`src/rtl/prio_pkg.sv`:
```
package prio_pkg;

    localparam int PRIO_W     = 8;
    localparam int LOCAL_IRQS = 32;

    typedef logic [PRIO_W-1:0] prio_t;

    typedef enum logic [1:0] {
        ST_IDLE  = 2'd0,
        ST_WDONE = 2'd1,
        ST_RDONE = 2'd2
    } acc_state_e;

    // Upper 'bits' bits set, the rest clear.
    function automatic prio_t keep_mask(input int bits);
        return prio_t'(8'hFF << (PRIO_W - bits));
    endfunction

    // Non-secure write view: pushed into the lower half of the range.
    function automatic prio_t ns_to_store(input prio_t v);
        return 8'h80 | {1'b0, v[7:1]};
    endfunction

    // Non-secure read view: stored value moved up one place.
    function automatic prio_t store_to_ns(input prio_t v);
        return {v[6:0], 1'b0};
    endfunction

endpackage

```
`src/rtl/prio_xlate.sv`:
```
module prio_xlate
    import prio_pkg::*;
#(
    parameter int PRIO_BITS = 8,
    parameter bit SEC_EN    = 1'b1
) (
    input  logic  nonsec,
    input  prio_t wdata,
    input  prio_t stored,
    output prio_t prio_wr,
    output prio_t prio_rd,
    output prio_t pmask_wr
);

    localparam prio_t KEEP = keep_mask(PRIO_BITS);

    logic ns_eff;

    always_comb begin
        ns_eff   = SEC_EN && nonsec;
        prio_wr  = (ns_eff ? ns_to_store(wdata) : wdata) & KEEP;
        prio_rd  = (ns_eff ? store_to_ns(stored) : stored) & KEEP;
        pmask_wr = wdata & KEEP;
    end

endmodule

```
`src/rtl/prio_store.sv`:
```
module prio_store
    import prio_pkg::*;
#(
    parameter int NUM_CPU = 4,
    parameter int NUM_IRQ = 64,
    parameter int IRQ_W   = 6,
    parameter int CPU_W   = 2
) (
    input  logic             clk,
    input  logic             rst_n,
    input  logic             we,
    input  logic [IRQ_W-1:0] irq,
    input  logic [CPU_W-1:0] cpu,
    input  prio_t            wdata,
    output prio_t            rdata
);

    localparam int NUM_SHARED = NUM_IRQ - LOCAL_IRQS;
    localparam int LOC_W      = $clog2(LOCAL_IRQS);
    localparam int SH_W       = (NUM_SHARED > 1) ? $clog2(NUM_SHARED) : 1;

    logic             in_range;
    logic             is_local;
    logic             cpu_ok;
    logic [LOC_W-1:0] li;
    logic [SH_W-1:0]  si;

    logic [NUM_CPU-1:0][PRIO_W-1:0] cpu_rd;
    prio_t                          shared_q [NUM_SHARED];

    always_comb begin
        in_range = ({1'b0, irq} < (IRQ_W+1)'(NUM_IRQ));
        is_local = (irq < IRQ_W'(LOCAL_IRQS));
        cpu_ok   = ({1'b0, cpu} < (CPU_W+1)'(NUM_CPU));
        li       = irq[LOC_W-1:0];
        si       = SH_W'(irq - IRQ_W'(LOCAL_IRQS));
    end

    // One private bank of priorities per CPU
    for (genvar c = 0; c < NUM_CPU; c++) begin : g_cpu_bank
        prio_t bank_q [LOCAL_IRQS];

        always_ff @(posedge clk or negedge rst_n) begin
            if (!rst_n) begin
                for (int i = 0; i < LOCAL_IRQS; i++) begin
                    bank_q[i] <= '0;
                end
            end else if (we && cpu_ok && is_local && (cpu == CPU_W'(c))) begin
                bank_q[li] <= wdata;
            end
        end

        assign cpu_rd[c] = bank_q[li];
    end

    // Shared priorities
    always_ff @(posedge clk or negedge rst_n) begin
        if (!rst_n) begin
            for (int i = 0; i < NUM_SHARED; i++) begin
                shared_q[i] <= '0;
            end
        end else if (we && cpu_ok && in_range && !is_local) begin
            shared_q[si] <= wdata;
        end
    end

    always_comb begin
        if (!in_range || !cpu_ok) begin
            rdata = '0;
        end else if (is_local) begin
            rdata = cpu_rd[cpu];
        end else begin
            rdata = shared_q[si];
        end
    end

endmodule

```
`src/rtl/prio_mask_regs.sv`:
```
module prio_mask_regs
    import prio_pkg::*;
#(
    parameter int NUM_CPU = 4,
    parameter int CPU_W   = 2
) (
    input  logic             clk,
    input  logic             rst_n,
    input  logic             we,
    input  logic [CPU_W-1:0] cpu,
    input  prio_t            wdata,
    output prio_t            rdata
);

    logic                           cpu_ok;
    logic [NUM_CPU-1:0][PRIO_W-1:0] mask_q;

    assign cpu_ok = ({1'b0, cpu} < (CPU_W+1)'(NUM_CPU));

    for (genvar c = 0; c < NUM_CPU; c++) begin : g_cpu_mask
        always_ff @(posedge clk or negedge rst_n) begin
            if (!rst_n) begin
                mask_q[c] <= '0;
            end else if (we && cpu_ok && (cpu == CPU_W'(c))) begin
                mask_q[c] <= wdata;
            end
        end
    end

    assign rdata = cpu_ok ? mask_q[cpu] : '0;

endmodule

```
`src/rtl/irq_prio_bank.sv`:
```
module irq_prio_bank
    import prio_pkg::*;
#(
    parameter  int PRIO_BITS = 8,
    parameter  int NUM_CPU   = 4,
    parameter  int NUM_IRQ   = 64,
    parameter  bit SEC_EN    = 1'b1,
    localparam int IRQ_W     = $clog2(NUM_IRQ),
    localparam int CPU_W     = (NUM_CPU > 1) ? $clog2(NUM_CPU) : 1
) (
    input  logic             clk,
    input  logic             rst_n,
    input  logic             req_valid,
    input  logic             req_write,
    input  logic             req_pmask,
    input  logic [IRQ_W-1:0] req_irq,
    input  logic [CPU_W-1:0] req_cpu,
    input  logic             req_nonsec,
    input  logic [7:0]       req_wdata,
    output logic             rd_valid,
    output logic [7:0]       rd_data
);

    // Elaboration-time range checks
    if (PRIO_BITS < 4 || PRIO_BITS > PRIO_W) begin : g_bad_prio_bits
        $fatal(1, "PRIO_BITS must lie between 4 and 8");
    end
    if (NUM_IRQ <= LOCAL_IRQS) begin : g_bad_num_irq
        $fatal(1, "NUM_IRQ must exceed the private interrupt count");
    end
    if (NUM_CPU < 1) begin : g_bad_num_cpu
        $fatal(1, "NUM_CPU must be at least 1");
    end

    acc_state_e state_q;
    acc_state_e state_d;

    logic  rd_req;
    logic  wr_prio;
    logic  wr_mask;
    prio_t stored_prio;
    prio_t prio_wr;
    prio_t prio_view;
    prio_t mask_wr;
    prio_t mask_rd;

    always_comb begin
        rd_req  = req_valid && !req_write;
        wr_prio = req_valid && req_write && !req_pmask;
        wr_mask = req_valid && req_write && req_pmask;
    end

    prio_xlate #(
        .PRIO_BITS (PRIO_BITS),
        .SEC_EN    (SEC_EN)
    ) xlate_i (
        .nonsec   (req_nonsec),
        .wdata    (req_wdata),
        .stored   (stored_prio),
        .prio_wr  (prio_wr),
        .prio_rd  (prio_view),
        .pmask_wr (mask_wr)
    );

    prio_store #(
        .NUM_CPU (NUM_CPU),
        .NUM_IRQ (NUM_IRQ),
        .IRQ_W   (IRQ_W),
        .CPU_W   (CPU_W)
    ) store_i (
        .clk   (clk),
        .rst_n (rst_n),
        .we    (wr_prio),
        .irq   (req_irq),
        .cpu   (req_cpu),
        .wdata (prio_wr),
        .rdata (stored_prio)
    );

    prio_mask_regs #(
        .NUM_CPU (NUM_CPU),
        .CPU_W   (CPU_W)
    ) mask_i (
        .clk   (clk),
        .rst_n (rst_n),
        .we    (wr_mask),
        .cpu   (req_cpu),
        .wdata (mask_wr),
        .rdata (mask_rd)
    );

    // Access sequencer: next state
    always_comb begin
        state_d = ST_IDLE;
        unique case (state_q)
            ST_IDLE, ST_WDONE, ST_RDONE: begin
                if (rd_req) begin
                    state_d = ST_RDONE;
                end else if (req_valid) begin
                    state_d = ST_WDONE;
                end else begin
                    state_d = ST_IDLE;
                end
            end
            default: state_d = ST_IDLE;
        endcase
    end

    // State register
    always_ff @(posedge clk or negedge rst_n) begin
        if (!rst_n) begin
            state_q <= ST_IDLE;
        end else begin
            state_q <= state_d;
        end
    end

    // Outputs
    always_ff @(posedge clk or negedge rst_n) begin
        if (!rst_n) begin
            rd_data <= '0;
        end else if (rd_req) begin
            rd_data <= req_pmask ? mask_rd : prio_view;
        end
    end

    assign rd_valid = (state_q == ST_RDONE);

endmodule

```
`config.mk`:
```
export PLATFORM = sky130hd
export DESIGN_NAME = irq_prio_bank
export DESIGN_NICKNAME = d
export VERILOG_FILES = /design/src/rtl/prio_pkg.sv /design/src/rtl/prio_xlate.sv /design/src/rtl/prio_store.sv /design/src/rtl/prio_mask_regs.sv /design/src/rtl/irq_prio_bank.sv
export SDC_FILE = /design/constraint.sdc
export NUM_CORES = 2
export LEC_CHECK = 0
export BUFFER_PORTS_ARGS = -buffer_cell sky130_fd_sc_hd__buf_2
export CAP_MARGIN = 20
export CORE_MARGIN = 1
export CORE_UTILIZATION = 62
export DETAILED_ROUTE_END_ITERATION = 12
export PLACE_DENSITY = 0.89
export SLEW_MARGIN = 25
export SYNTH_ARGS = -nofsm -noshare
export SYNTH_HDL_FRONTEND = slang
export SYNTH_HIERARCHICAL = 1
export SYNTH_SLANG_ARGS = --single-unit
export TNS_END_PERCENT = 5
```
`constraint.sdc`:
```
create_clock -name clk -period 4.8 [get_ports clk]
set_input_delay 0.72 -clock clk [delete_from_list [all_inputs] [get_ports clk]]
set_output_delay 0.72 -clock clk [all_outputs]
set_load 0.02 [all_outputs]
```
; ---- Word level (Yosys, flattened, before mapping)
; Cells that the tools add are included.
[totals]
inputBits = 22
ff_bits = 1322
elab_cells = 237
[classes]
n_addsub = 1
mux = 35
eq_ne = 5
n_lt_le_gt_ge = 6
n_bitwise = 2
reduce_logical = 22
[ops]
columns = operator, n
row1 = $bwmux W256, 5
row2 = $bmux W8 S5, 5
row3 = $mux W8, 18
row4 = $demux W8 S5, 2
row5 = $bmux W8 S2, 2
row6 = $logic_and A1 B1 Y1, 16
row7 = $ge A6 B6 Y1 const B, 2
row8 = $lt A6 B1 Y1 const B, 2
row9 = $not A5 Y6, 2
row10 = $eq A2 B2 Y1 const B, 3
row11 = $lt A6 B6 Y1 const B, 1
row12 = $sub A5 B1 Y5 const B, 1
row13 = $eq A2 B1 Y1 const B, 2
row14 = $logic_not A2 Y1, 2
row15 = $mux W2, 2
row16 = $logic_not A1 Y1, 3
row17 = $lt A2 B3 Y1 const B, 1
row18 = $reduce_or A3 Y1, 1
row19 = $mux W1, 1

; ---- Depth between registers and ports, before layout
[depth]
depth_word = 9
depth_mapped = 15

; ---- Modules after synthesis
; The synthesis kept the hierarchy.
[modules_own_cells]
columns = mod, n_inst, area_each_um2, cells_each
row1 = prio_store, 1, 59026.6, 4054
row2 = prio_mask_regs, 1, 1426.4, 78
row3 = irq_prio_bank, 1, 549.3, 35
row4 = prio_xlate, 1, 294.0, 26

; ---- Worst setup path before layout
; OpenSTA, ideal clock, no wires.
[synth_path]
path_kind = input -> register
start = input port req_irq[0]
end = register rd_data[6]
n_path_buf = 4
required_ns = 4.675
stages = 12
slack_ns = 1.417
t_arrival_ns = 3.258
cell_sequence = buf_4 -> buf_6 -> buf_6 -> buf_2 -> mux4_2 -> a22oi_1 -> o2111ai_1 -> a32oi_1 -> o21ai_0 -> mux2_4 -> mux2_4 -> mux2_4
[synth_via]
elab_chain_len = 9
elab_cells_between_ends = 24
[synth_rtl]
columns = item, line_no
row1 = from (decl), irq_prio_bank.sv:16  ; input logic [IRQ_W-1:0] req_irq,
row2 = branches (longest 6 deep; another with $sub A5 B1 Y5), -
row3 = $mux W8 (*), prio_store.sv:70  ; end else if (is_local) begin
row4 = net stored_prio[6], irq_prio_bank.sv:41  ; prio_t stored_prio;
row5 = $mux W8 (*), prio_xlate.sv:22  ; prio_rd = (ns_eff ? store_to_ns(stored) : stored) & KEEP;
row6 = net prio_view[6], irq_prio_bank.sv:43  ; prio_t prio_view;
row7 = $mux W8 (*), irq_prio_bank.sv:123  ; rd_data <= req_pmask ? mask_rd : prio_view;
row8 = to (signal assigned), irq_prio_bank.sv:123
row9 = to (decl), irq_prio_bank.sv:21  ; output logic [7:0] rd_data
; Mark *: on every way through the listed nets, which the timed path passes. The select of a mux whose other input is x is not followed.
; A chain may end at the register's enable or synchronous reset.

; ---- Worst setup path in the final report
[layout_path]
start = input port req_irq[3]
end = register rd_data[0]
; The elaborated chain is that of the path after synthesis.

==> run summary <==
Combined area of all synthesized cells = 61300 um2
Min Hold Slack = -0.0728 ns
Number of design rule violations left after detail routing = 0
Classification of the worst-slack hold path = input port to async pin
GRT overflow = 0
Die Y-Extent = 316 um
Worst setup skew after layout = 0.0315 ns
Highest ir drop seen on vdd = 320 uV
Total of flip-flops plus latches after synthesis = 1322
Nature of the critical path startpoint = input port
Worst Setup Path Type = input port to register
Number of warnings reported in the yosys synthesis log = 6
Post-route ant nets = 0
Number of placed instances, taps included = 5357
Reg clk slew, reported paths = 0.06 ns
Maximum number of pins on one net before global-route repair = 141
Largest area contributor in the synthesized netlist = dfrtp_1
Internal power = 0.0186 W
Post-route clock period utilization = 0.818
CTS Sinks = 1322
Final standard cell utilization of the core = 0.697
Area Growth Syn to Fin = 10.7%
Most frequent cells after synthesis = 1322 x dfrtp_1, 1305 x mux2_2, 387 x mux2i_1, 185 x clkbuf_1, 147 x o22ai_1
Largest cells by area after synthesis = dfrtp_1 54%, mux2_2 24%, mux2i_1 6.3%, mux4_2 5.3%, o22ai_1 1.5%
Final WL = 177000 um
Per-cell routed wire length = 31.7 um
Power density cells = 361 nW/um2
Post-Syn Instances = 4193
Global-route wire length before repair = 267000 um
Reported max-cap violation count = 0
Number of different library cells in the post-synthesis netlist = 68
Final weighted congestion in routability-driven placement = 1.01
Total Negative Setup Slacks = 0 ns
Comb pwr share = 0.077
Floorplan die area = 100000 um2
Top Ports = 31
Via count = 39362
Filler cell count = 6029
Synth top area share = 0.540
Synth Area in Simple Gates = 0.0403
Worst slew pin tran = 1.10 ns
Post-synthesis share of cell area spent on xor and xnor gates = 0
Switching Share = 0.240
Sequential share of power = 0.478
Buffers added on ports = 30
Setup repair bufs after CTS = 0
Clock tree from TritonCTS = done
Critical Path Fanout Max = 23
Placeable core region = 97300 um2
Most used standard cell by instance count after synthesis = dfrtp_1
Slew headroom = 0.258
Share of power burned in the clock network = 0.446
Worst Path Arrival = 4.63 ns
Skew-Pair Late Insertion Delay = 0.76 ns
Share of the synthesized area in compound gates (AO/OA/AOI/OAI) = 0.0279
Maximum buffer depth of the clock tree = 3
Row cnt = 114
Net switching power = 0.00588 W
Initial antenna violation count = 10
Fmax = 255 MHz
Final setup viols = 0
Net total in the final layout = 4242
Most used flip-flop cell after synthesis = dfrtp_1
Estimated wirelength of the detail-placed design = 112000 um
Share of async-settable or async-resettable flops after synthesis = 1.00
Setup repair after global routing missed its margin = no
Final instance count without filler cells = 5605
Post-synthesis net count = 4215
Cells resized by post-CTS repair = 0
Total count of max-transition violations in the final report = 0
Share of post-route cells with drive strength above 1 = 0.474
Minimum period implied by the final worst setup slack = 3.93 ns
Adder-cell share of the synthesized area = 0
Static power due to leakage = 33.0 nW
Number of optimization iterations in the first detailed-route pass = 6
Post-synthesis mux area share = 0.366
Hold violation total from the final report = 17
Number of flops mapped to enable cells by yosys = 0
Number of levels the H-tree was split into = 4
Required time at the worst-slack endpoint = 5.50 ns
Mean post-synth cell area = 14.6 um2
Detailed router's first-iteration violation count = 4782
Starting utilization of the core area = 0.630
Outcome = complete, but fails checks
Total CTS buffers = 136
Via count of the first global-routing pass = 41021
Register area share after synthesis = 0.540
Gr usage total = 0.362
Nature of the critical path endpoint = register
Combinational family with the most area after synthesis = multiplexers
Via count normalized by instance count = 7.02
Number of hold buffers added after cts = 0
X dimension of the die = 316 um
Failing checks = hold timing
Clock root cell = clkbuf_16
==> cell usage in the layout (no fill, tap or decap), types with 23 or more instances in the layout <==
cell type	synthesis	routed
mux4_2	144	144
clkbuf_16	0	143
nor2_1	63	63
dfrtp_1	1322	1322
mux2i_1	387	387
nor4_1	29	29
mux2_4	24	28
buf_12	1	31
buf_2	57	27
nand2_2	43	43
clkbuf_1	185	27
mux2_2	1305	1301
clkbuf_8	0	33
nor2_2	67	67
o21ai_0	38	38
nand3_1	23	23
buf_4	46	141
o22ai_1	147	147
nand2_1	75	75
==> kinds of logic after synthesis <==
| family | after synthesis |
|---|---|
| muxes | 1881 |
| DFF | 1322 |
| buffers and inverters | 316 |
| and+or+nand+nor | 411 |
| AOI/OAI and AO/OA | 263 |
==> registers in the layout (all words and copies together), names as in the netlist <==
| register | cells |
|---|---|
| mask_i/mask_q | 32 |
| rd_data | 8 |
| state_q | 2 |
| store_i/g_cpu_bank.bank_q | 1024 |
| store_i/shared_q | 256 |
==> path summary, 6_finish.rpt <==
kind / startpoint / to / slack (ns) / cells after the start
worst min register to register: state_q[1] / state_q[0] / 0.46 / 1
worst max-delay path: req_irq[3] / rd_data[0] / 0.87 / 12
min in group clk: req_wdata[0] / mask_i/mask_q[8] / 0.25 / 2
worst max register to register: store_i/shared_q[125] / rd_data[5] / 1.47 / 8
max in group asynchronous: rst_n / store_i/shared_q[44] / 3.58 / 2
worst min-delay path: rst_n / store_i/g_cpu_bank[3].bank_q[71] / -0.07 / 1
==> power groups by stage <==
| stage | Combinational [W] | Clock, W | Sequential [W] |
|---|---|---|---|
| 6_report | 0.00188 | 0.0109 | 0.0117 |
| 5_1_grt | 0.00196 | 0.0114 | 0.0117 |
| 2_1_floorplan | 0.00107 | 0 | 0.0118 |
| 3_3_place_gp | 0.00176 | 0 | 0.0118 |
| 3_5_place_dp | 0.00181 | 0 | 0.0119 |
| 4_1_cts | 0.00183 | 0.0110 | 0.0117 |
==> cell type report <==
class	count	area [um2]	share of cell area
Antenna cell	4	10.0	0.000148
Clock buffer	203	4130	0.0609
Clock inverter	40	500	0.00738
Inverter	4	15.0	0.000221
Multi-Input combinational cell	2555	26700	0.393
Sequential cell	1322	33100	0.488
Tap cell	1276	1600	0.0235
Timing Repair Buffer	201	1840	0.0272
==> per-stage QoR <==
stage | setup slack (ns) | total power (W) | instance area, um2 | hold WS, ns
after floorplan | 1.42 | 0.0129 | 61300 | 0.424
after global placement | 0.469 | 0.0136 | 63200 | 0.442
after detailed placement | 0.433 | 0.0137 | 63200 | 0.452
after CTS | 1.20 | 0.0245 | 67800 | 0.00353
after global routing | 0.926 | 0.0251 | 67800 | 0.0272
final | 0.874 | 0.0245 | 67800 | -0.0728
==> routing by layer <==
metal / GRT usage / vias to the layer above / wire length (um)
met3: 0.125 / 714 / 20900
met2: 0.537 / 2399 / 79000
met4: 0.203 / 10 / 11600
met1: 0.468 / 20665 / 65800
met5: 0 / - / 84
li1: - / 15574 / -
==> critical path, stage by stage <==
cell     delay [ns]
buf_2          0.44
buf_4          0.37
or4b_1         0.74
buf_4          0.29
o22ai_1        0.18
nor3_1         0.08
a31oi_1        0.59
o22ai_1        0.23
a32oi_1        0.47
and2b_2        0.23
mux2_4         0.14
mux2_4         0.14
No activity file was read; power rests on OpenSTA's default activity.
